## src/rtl/cnt_chain_pkg.sv

```systemverilog
`timescale 1ns/1ps
package cnt_chain_pkg;

   localparam int unsigned STAGE_BITS = 4;

   typedef enum logic [1:0] {
      ST_HOLD  = 2'd0,
      ST_COUNT = 2'd1,
      ST_LOAD  = 2'd2
   } stage_op_e;

   function automatic stage_op_e pick_op(input logic load, input logic par_ok, input logic trk);
      if (load)
         return ST_LOAD;
      else if (par_ok && trk)
         return ST_COUNT;
      else
         return ST_HOLD;
   endfunction

endpackage

```

## src/rtl/cnt_mode_dec.sv

```systemverilog
`timescale 1ns/1ps
module cnt_mode_dec (
   input  logic load_n,
   input  logic en_par,
   output logic load,
   output logic par_ok
);
   // load wins over both enables; par_ok only matters when not loading
   assign load   = ~load_n;
   assign par_ok = load_n & en_par;
endmodule

```

## src/rtl/cnt_stage.sv

```systemverilog
`timescale 1ns/1ps
module cnt_stage
   import cnt_chain_pkg::*;
#(
   parameter int unsigned SW = STAGE_BITS
) (
   input  logic          clk,
   input  logic          rst_n,
   input  logic          load,
   input  logic          par_ok,
   input  logic          trk_in,
   input  logic [SW-1:0] d,
   output logic [SW-1:0] q,
   output logic          tc
);
   localparam logic [SW-1:0] ONE = SW'(1);

   stage_op_e     op;
   logic [SW-1:0] q_nxt;

   always_comb begin
      op = pick_op(load, par_ok, trk_in);
      unique case (op)
         ST_LOAD:  q_nxt = d;
         ST_COUNT: q_nxt = q + ONE;
         default:  q_nxt = q;
      endcase
   end

   always_ff @(posedge clk or negedge rst_n) begin
      if (!rst_n)
         q <= '0;
      else
         q <= q_nxt;
   end

   // look-ahead terminal count: gated by trickle enable only
   assign tc = trk_in & (&q);
endmodule

```

## src/rtl/seg_counter_chain.sv

```systemverilog
`timescale 1ns/1ps
module seg_counter_chain
   import cnt_chain_pkg::*;
#(
   parameter int unsigned N_STAGES = 2,
   parameter int unsigned SW       = STAGE_BITS
) (
   input  logic                   clk,
   input  logic                   rst_n,
   input  logic                   load_n,
   input  logic                   en_par,
   input  logic                   en_trk,
   input  logic [N_STAGES*SW-1:0] preset,
   output logic [N_STAGES*SW-1:0] count,
   output logic                   carry_out
);
   localparam int unsigned CNT_W = N_STAGES * SW;

   generate
      if (N_STAGES < 1) begin : g_bad_stages
         $error("seg_counter_chain: N_STAGES must be at least 1");
      end
      if (SW < 1) begin : g_bad_width
         $error("seg_counter_chain: SW must be at least 1");
      end
   endgenerate

   logic             load;
   logic             par_ok;
   logic [N_STAGES:0] trk;

   cnt_mode_dec u_dec (
      .load_n (load_n),
      .en_par (en_par),
      .load   (load),
      .par_ok (par_ok)
   );

   assign trk[0] = en_trk;

   generate
      for (genvar i = 0; i < N_STAGES; i++) begin : g_stage
         cnt_stage #(.SW(SW)) u_stage (
            .clk    (clk),
            .rst_n  (rst_n),
            .load   (load),
            .par_ok (par_ok),
            .trk_in (trk[i]),
            .d      (preset[i*SW +: SW]),
            .q      (count[i*SW +: SW]),
            .tc     (trk[i+1])
         );
      end
   endgenerate

   assign carry_out = trk[N_STAGES];

   initial begin
      if (CNT_W != N_STAGES * SW)
         $error("seg_counter_chain: width mismatch");
   end
endmodule

```

## config.mk

```make
export PLATFORM = sky130hd
export DESIGN_NAME = seg_counter_chain
export DESIGN_NICKNAME = d
export VERILOG_FILES = /design/src/rtl/cnt_chain_pkg.sv /design/src/rtl/cnt_mode_dec.sv /design/src/rtl/cnt_stage.sv /design/src/rtl/seg_counter_chain.sv
export SDC_FILE = /design/constraint.sdc
export NUM_CORES = 1
export LEC_CHECK = 0
export ABC_AREA = 1
export BUFFER_PORTS_ARGS = -buffer_cell sky130_fd_sc_hd__buf_2
export CAP_MARGIN = 20
export CORE_MARGIN = 4
export CORE_UTILIZATION = 35
export DETAILED_ROUTE_END_ITERATION = 10
export GPL_ROUTABILITY_DRIVEN = 0
export PLACE_DENSITY = 0.62
export RECOVER_POWER = 25
export SETUP_SLACK_MARGIN = 0.02
export SLEW_MARGIN = 20
export SYNTH_ARGS = -nofsm -noshare
export SYNTH_HDL_FRONTEND = slang
export SYNTH_HIERARCHICAL = 1
export SYNTH_SLANG_ARGS = --single-unit
```

## constraint.sdc

```tcl
create_clock -name clk -period 1.6 [get_ports clk]
set_input_delay 0 -clock clk [delete_from_list [all_inputs] [get_ports clk]]
set_output_delay 0 -clock clk [all_outputs]
set_load 0.05 [all_outputs]
```

==> results of run 1 <==
## power by group through the flow
stage	Sequential, mW	Clock [mW]	Combinational [mW]
detailed placement	0.257	0	0.182
global placement	0.257	0	0.184
global route	0.257	0.189	0.211
finish	0.253	0.175	0.194
floorplan	0.323	0	0.0608
CTS	0.253	0.183	0.196
## worst min path at each step
stage	to	cells after the start
4_1_cts	g_stage[0].u_stage/q[3]	5
2_1_floorplan	g_stage[0].u_stage/q[0]	0
3_5_place_dp	g_stage[0].u_stage/q[2]	1
3_3_place_gp	g_stage[0].u_stage/q[2]	1
6_report	g_stage[0].u_stage/q[3]	5
5_1_grt	g_stage[0].u_stage/q[3]	5
## area by class of cell
type                       count  area [um^2]  area share
sequential                     8          203       0.266
timing repair buffer          28          176       0.232
inverter                      14         52.6      0.0691
multi-input combinational     55          284       0.373
tap                           15         18.8      0.0247
clock buffer                   4         26.3      0.0345
## synthesized netlist by cell type
library cell | number | area share
nand2_1 | 25 | 0.18
nand3_1 | 18 | 0.17
inv_1 | 10 | 0.071
dfrtp_1 | 8 | 0.38
clkinv_1 | 2 | 0.014
ha_1 | 2 | 0.047
inv_2 | 2 | 0.014
nand2_2 | 2 | 0.024
nand3_2 | 2 | 0.038
nand4_1 | 2 | 0.024
nor2_1 | 2 | 0.014
nor2_2 | 2 | 0.024
## logic make-up (layout without fill, tap and decap cells)
kind of cell / after synthesis / count (layout) / synth area share
adders and majority gates: 2 / 2 / 0.0475
buffers and inverters: 14 / 46 / 0.0998
DFF: 8 / 8 / 0.380
and+or+nand+nor: 53 / 53 / 0.473
## stage by stage
step                       util  total power [mW]
after floorplan               -             0.383
final                     0.557             0.622
after CTS                 0.554             0.631
after global placement    0.484             0.440
after detailed placement  0.484             0.439
after global routing      0.557             0.657
## routing by layer
layer | share of wire | routed length [um]
met4 | 0 | 0
met2 | 0.46 | 575
met5 | 0 | 0
met1 | 0.45 | 574
met3 | 0.089 | 113
## worst min-delay path, delay by kind of cell
| kind | cells | cell delay [ns] |
|---|---|---|
| buffers and inverters | 2 | 0.12 |
| and+or+nand+nor | 3 | 0.15 |
## timing repair
item	CTS	global route
setup endpoints to repair	0	1
gates resized for setup	0	3
hold buffers	7	0
hold endpoints to repair	14	0
==> results.json, run 1 <==
{
  "tns_ns": 0,
  "max_stage_delay_ns": 0.40,
  "drt-total-wl_mm": 1.26,
  "reg2reg_to": "g_stage[1].u_stage/q[2]",
  "critical_path_depth": 6,
  "endpoint_kind": "output pin",
  "cts_htree_levels": 1,
  "setup_slack_ns": 0.157,
  "io_pins": 22,
  "start_util": 0.386,
  "cp-start-kind": "flop",
  "largest_register_ffs": 8,
  "grt-ovfl-total": 0,
  "min_from": "preset[3]",
  "drv_slew": 0,
  "netlist_area_um2": 527,
  "syn_inst": 77,
  "met2_usage": 0.171,
  "grt_pass1_vias": 439,
  "via_per_inst": 4.63,
  "p_per_area_mw_per_mm2": 818,
  "grt_util_met1": 0.179,
  "drt-pass1-iter-count": 5,
  "dpl_cell_area_um2": 661,
  "fillers": 138,
  "internal_power_uw": 383,
  "crit_slowest_cell": "dfrtp_2",
  "path_clk_slew_ns": 0.07,
  "final_cell_count_no_fill": 124,
  "use_met3": 0.0498,
  "grt.busiest_layer": "met1",
  "fmaxAchievable_ghz": 0.693,
  "cts_buffers": 3,
  "critPathArrivalTime_ns": 1.44,
  "path_max_fanout": 6,
  "area_growth_pct": 44.4,
  "antenna_cells": 0,
  "fin_nets": 125,
  "worstMarginPinSlew_ns": 0.438,
  "antenna_found_initial": 0,
  "track_usage": 0.129,
  "grt_max_degree": 13,
  "cpMostUsedCell": "nand2_1",
  "io_buffers": 21,
  "via_count": 574,
  "drtIter0Drc": 34,
  "cts_sinks": 8,
  "critPathTopFamily": "simple AND/OR/NAND/NOR gates",
  "swShare": 0.385,
  "maxCapViolCount": 0,
  "setup_viol": 0,
  "pre_cts_ws_ns": 0.307,
  "path_buf_inv": 1,
  "p_leak_nw": 0.406,
  "p_seq_frac": 0.407,
  "hp-class": "in2reg",
  "combPwrFrac": 0.313,
  "ys_ff_latch": 8,
  "core_mm2": 0.00137,
  "clk_path_buf_depth": 2,
  "cts_setup_buffers": 0,
  "ys_types": 12,
  "critPathKind": "reg2out",
  "r2r_slack_ns": 0.30,
  "cp.required_ns": 1.60,
  "min_period_ns": 1.44,
  "clock_latency_ns": 0.26,
  "die_width_um": 46.8,
  "reg2reg_depth": 7,
  "ir_drop_v": 0.000440,
  "yosys_warnings": 6,
  "startpoint": "g_stage[0].u_stage/q[0]",
  "status": "completed",
  "largest_register": "g_stage.u_stage/q",
  "grt_pass1_wl_mm": 1.94,
  "cts_root_buf": "clkbuf_4",
  "cts_tree": "done",
  "drc_errors": 0,
  "synth_nets": 92,
  "whs_ns": 0.0364,
  "crit_end": "carry_out",
  "dpl.hpwl_um": 929,
  "clkPwrFrac": 0.281,
  "finalCritPeriodShare": 0.902,
  "fin_skew_ns": 0.0125,
  "die_y_um": 46.8,
  "rsz0062_at_grt": "false",
  "layout_commonest_cell": "nand2_1",
  "die_area_mm2": 0.00219,
  "synth_seq_area_share": 0.380,
  "layout_common_cells": "25 x nand2_1, 19 x buf_2, 18 x nand3_1",
  "placed_cells": 113,
  "drtAntennaViolNets": 0,
  "top_regs": "g_stage.u_stage/q: 8 flops",
  "drive_gt1_frac": 0.321,
  "final_design_area_no_fill_um2": 761,
  "p_switching_uw": 239,
  "avgRoutedWirePerCell_um": 10.2,
  "reg2reg_from": "g_stage[0].u_stage/q[0]",
  "hold_viol": 0,
  "slew_headroom": 0.708,
  "crit_chain": "ha_1 -> nand2_1 -> nor2_2 -> nand2_1 -> nor2_4 -> buf_4",
  "rows": 13,
  "syn_avg_cell_area_um2": 6.84
}
Note: power is estimated with default switching activity, not from simulation.
==> run 2: changes to the inputs <==
Settings changed: CORE_MARGIN 4 to 5.
==> run 2 against run 1 <==
Net effect: count of clock-buffer cells in the layout is the same; final cell count grew 0.81%; non-clock buffer count is the same; first-iteration DRC count shrank 85%; setup slack lost 0.048 ns; critical endpoint unchanged.
==> results.json, run 2 (synthesis results as in run 1) <==
{
  "status": "completed",
  "cp-start-kind": "flop",
  "fin_nets": 125,
  "start_util": 0.358,
  "grt-ovfl-total": 0,
  "drt-pass1-iter-count": 4,
  "finalCritPeriodShare": 0.932,
  "slew_headroom": 0.701,
  "antenna_cells": 0,
  "via_per_inst": 4.54,
  "endpoint_kind": "output pin",
  "layout_common_cells": "25 x nand2_1, 19 x buf_2, 18 x nand3_1",
  "critPathArrivalTime_ns": 1.49,
  "largest_register_ffs": 8,
  "cts_root_buf": "clkbuf_4",
  "clock_latency_ns": 0.26,
  "fin_skew_ns": 0.00501,
  "layout_commonest_cell": "nand2_1",
  "ir_drop_v": 0.000459,
  "hp-class": "in2reg",
  "utilization": 0.518,
  "setup_slack_ns": 0.109,
  "drt-total-wl_mm": 1.34,
  "rsz0062_at_grt": "false",
  "area_growth_pct": 44.7,
  "cts_tree": "done",
  "cp.required_ns": 1.60,
  "avgRoutedWirePerCell_um": 10.7,
  "tns_ns": 0,
  "pre_cts_ws_ns": 0.292,
  "antenna_found_initial": 0,
  "largest_register": "g_stage.u_stage/q",
  "core_mm2": 0.00147,
  "p_leak_nw": 0.406,
  "clk_path_buf_depth": 2,
  "cts_setup_buffers": 0,
  "drtIter0Drc": 5,
  "track_usage": 0.122,
  "top_regs": "g_stage.u_stage/q: 8 flops",
  "cts_buffers": 3,
  "hold_viol": 0,
  "min_from": "preset[3]",
  "drive_gt1_frac": 0.321,
  "drv_slew": 0,
  "die_width_um": 48.8,
  "finalPower_uw": 622,
  "via_count": 568,
  "startpoint": "g_stage[0].u_stage/q[0]",
  "whs_ns": 0.0416,
  "grt_pass1_wl_mm": 2.33,
  "maxCapViolCount": 0,
  "critPathKind": "reg2out",
  "io_buffers": 21,
  "drc_errors": 0,
  "grt_max_degree": 13,
  "dpl.hpwl_um": 992,
  "io_pins": 22,
  "path_max_fanout": 6,
  "setup_viol": 0,
  "worstMarginPinSlew_ns": 0.449,
  "cts_sinks": 8,
  "drtAntennaViolNets": 0,
  "die_area_mm2": 0.00238,
  "path_clk_slew_ns": 0.06,
  "rows": 14,
  "reg2reg_from": "g_stage[0].u_stage/q[0]",
  "grt_pass1_vias": 537,
  "p_per_area_mw_per_mm2": 816,
  "cts_htree_levels": 1,
  "die_y_um": 48.8,
  "fmaxAchievable_ghz": 0.671,
  "min_period_ns": 1.49
}
-- run 2: timing repair --
item	in CTS	in global routing
setup endpoints to repair	0	1
resized for setup	0	2
hold buffers	7	0
hold endpoints to repair	14	0
-- run 2: worst paths after layout --
path                       depth (start not counted)  slack [ns]                      end
max                                                6        0.11                carry_out
max reg2reg                                        7        0.27  g_stage[1].u_stage/q[2]
min reg2reg                                        2        0.58  g_stage[0].u_stage/q[1]
min                                                5        0.04  g_stage[0].u_stage/q[3]
min in group asynchronous                          2        0.19  g_stage[1].u_stage/q[2]
max in group asynchronous                          2        1.07  g_stage[0].u_stage/q[0]
-- run 2: routing by layer --
metal,track usage,part of all wire,up-vias
met5,0,0,-
met4,0.0269,0,0
met3,0.0581,0.059,0
met2,0.193,0.49,9
met1,0.149,0.45,250
li1,-,-,309
-- run 2: critical path, cell delays in order, from the launching register on --
cell and delay, ns:
dfrtp_2 0.40, ha_1 0.17, nand2_1 0.09, nor2_2 0.16, nand2_1 0.11, nor2_4 0.08
clkbuf_4 0.22
-- run 2: power by group --
group / internal (mW) / switching [mW] / leakage [nW]
Combinational: 0.0633 / 0.132 / 0.296
Clock: 0.0960 / 0.0773 / 0.0150
Sequential: 0.223 / 0.0301 / 0.0951
Total: 0.383 / 0.239 / 0.406
-- run 2: through the flow --
stage	cells	area (um^2)
4_1_cts	125	758
6_report	125	762
2_1_floorplan	77	537
3_5_place_dp	114	662
3_3_place_gp	114	662
5_1_grt	125	762
-- run 2: cell type report --
cell class                 count  area [um^2]
clock buffer                   4         26.3
multi-input combinational     55          284
fill                         156          709
inverter                      14         52.6
tap                           16         20.0
timing repair buffer          28          176
sequential                     8          203
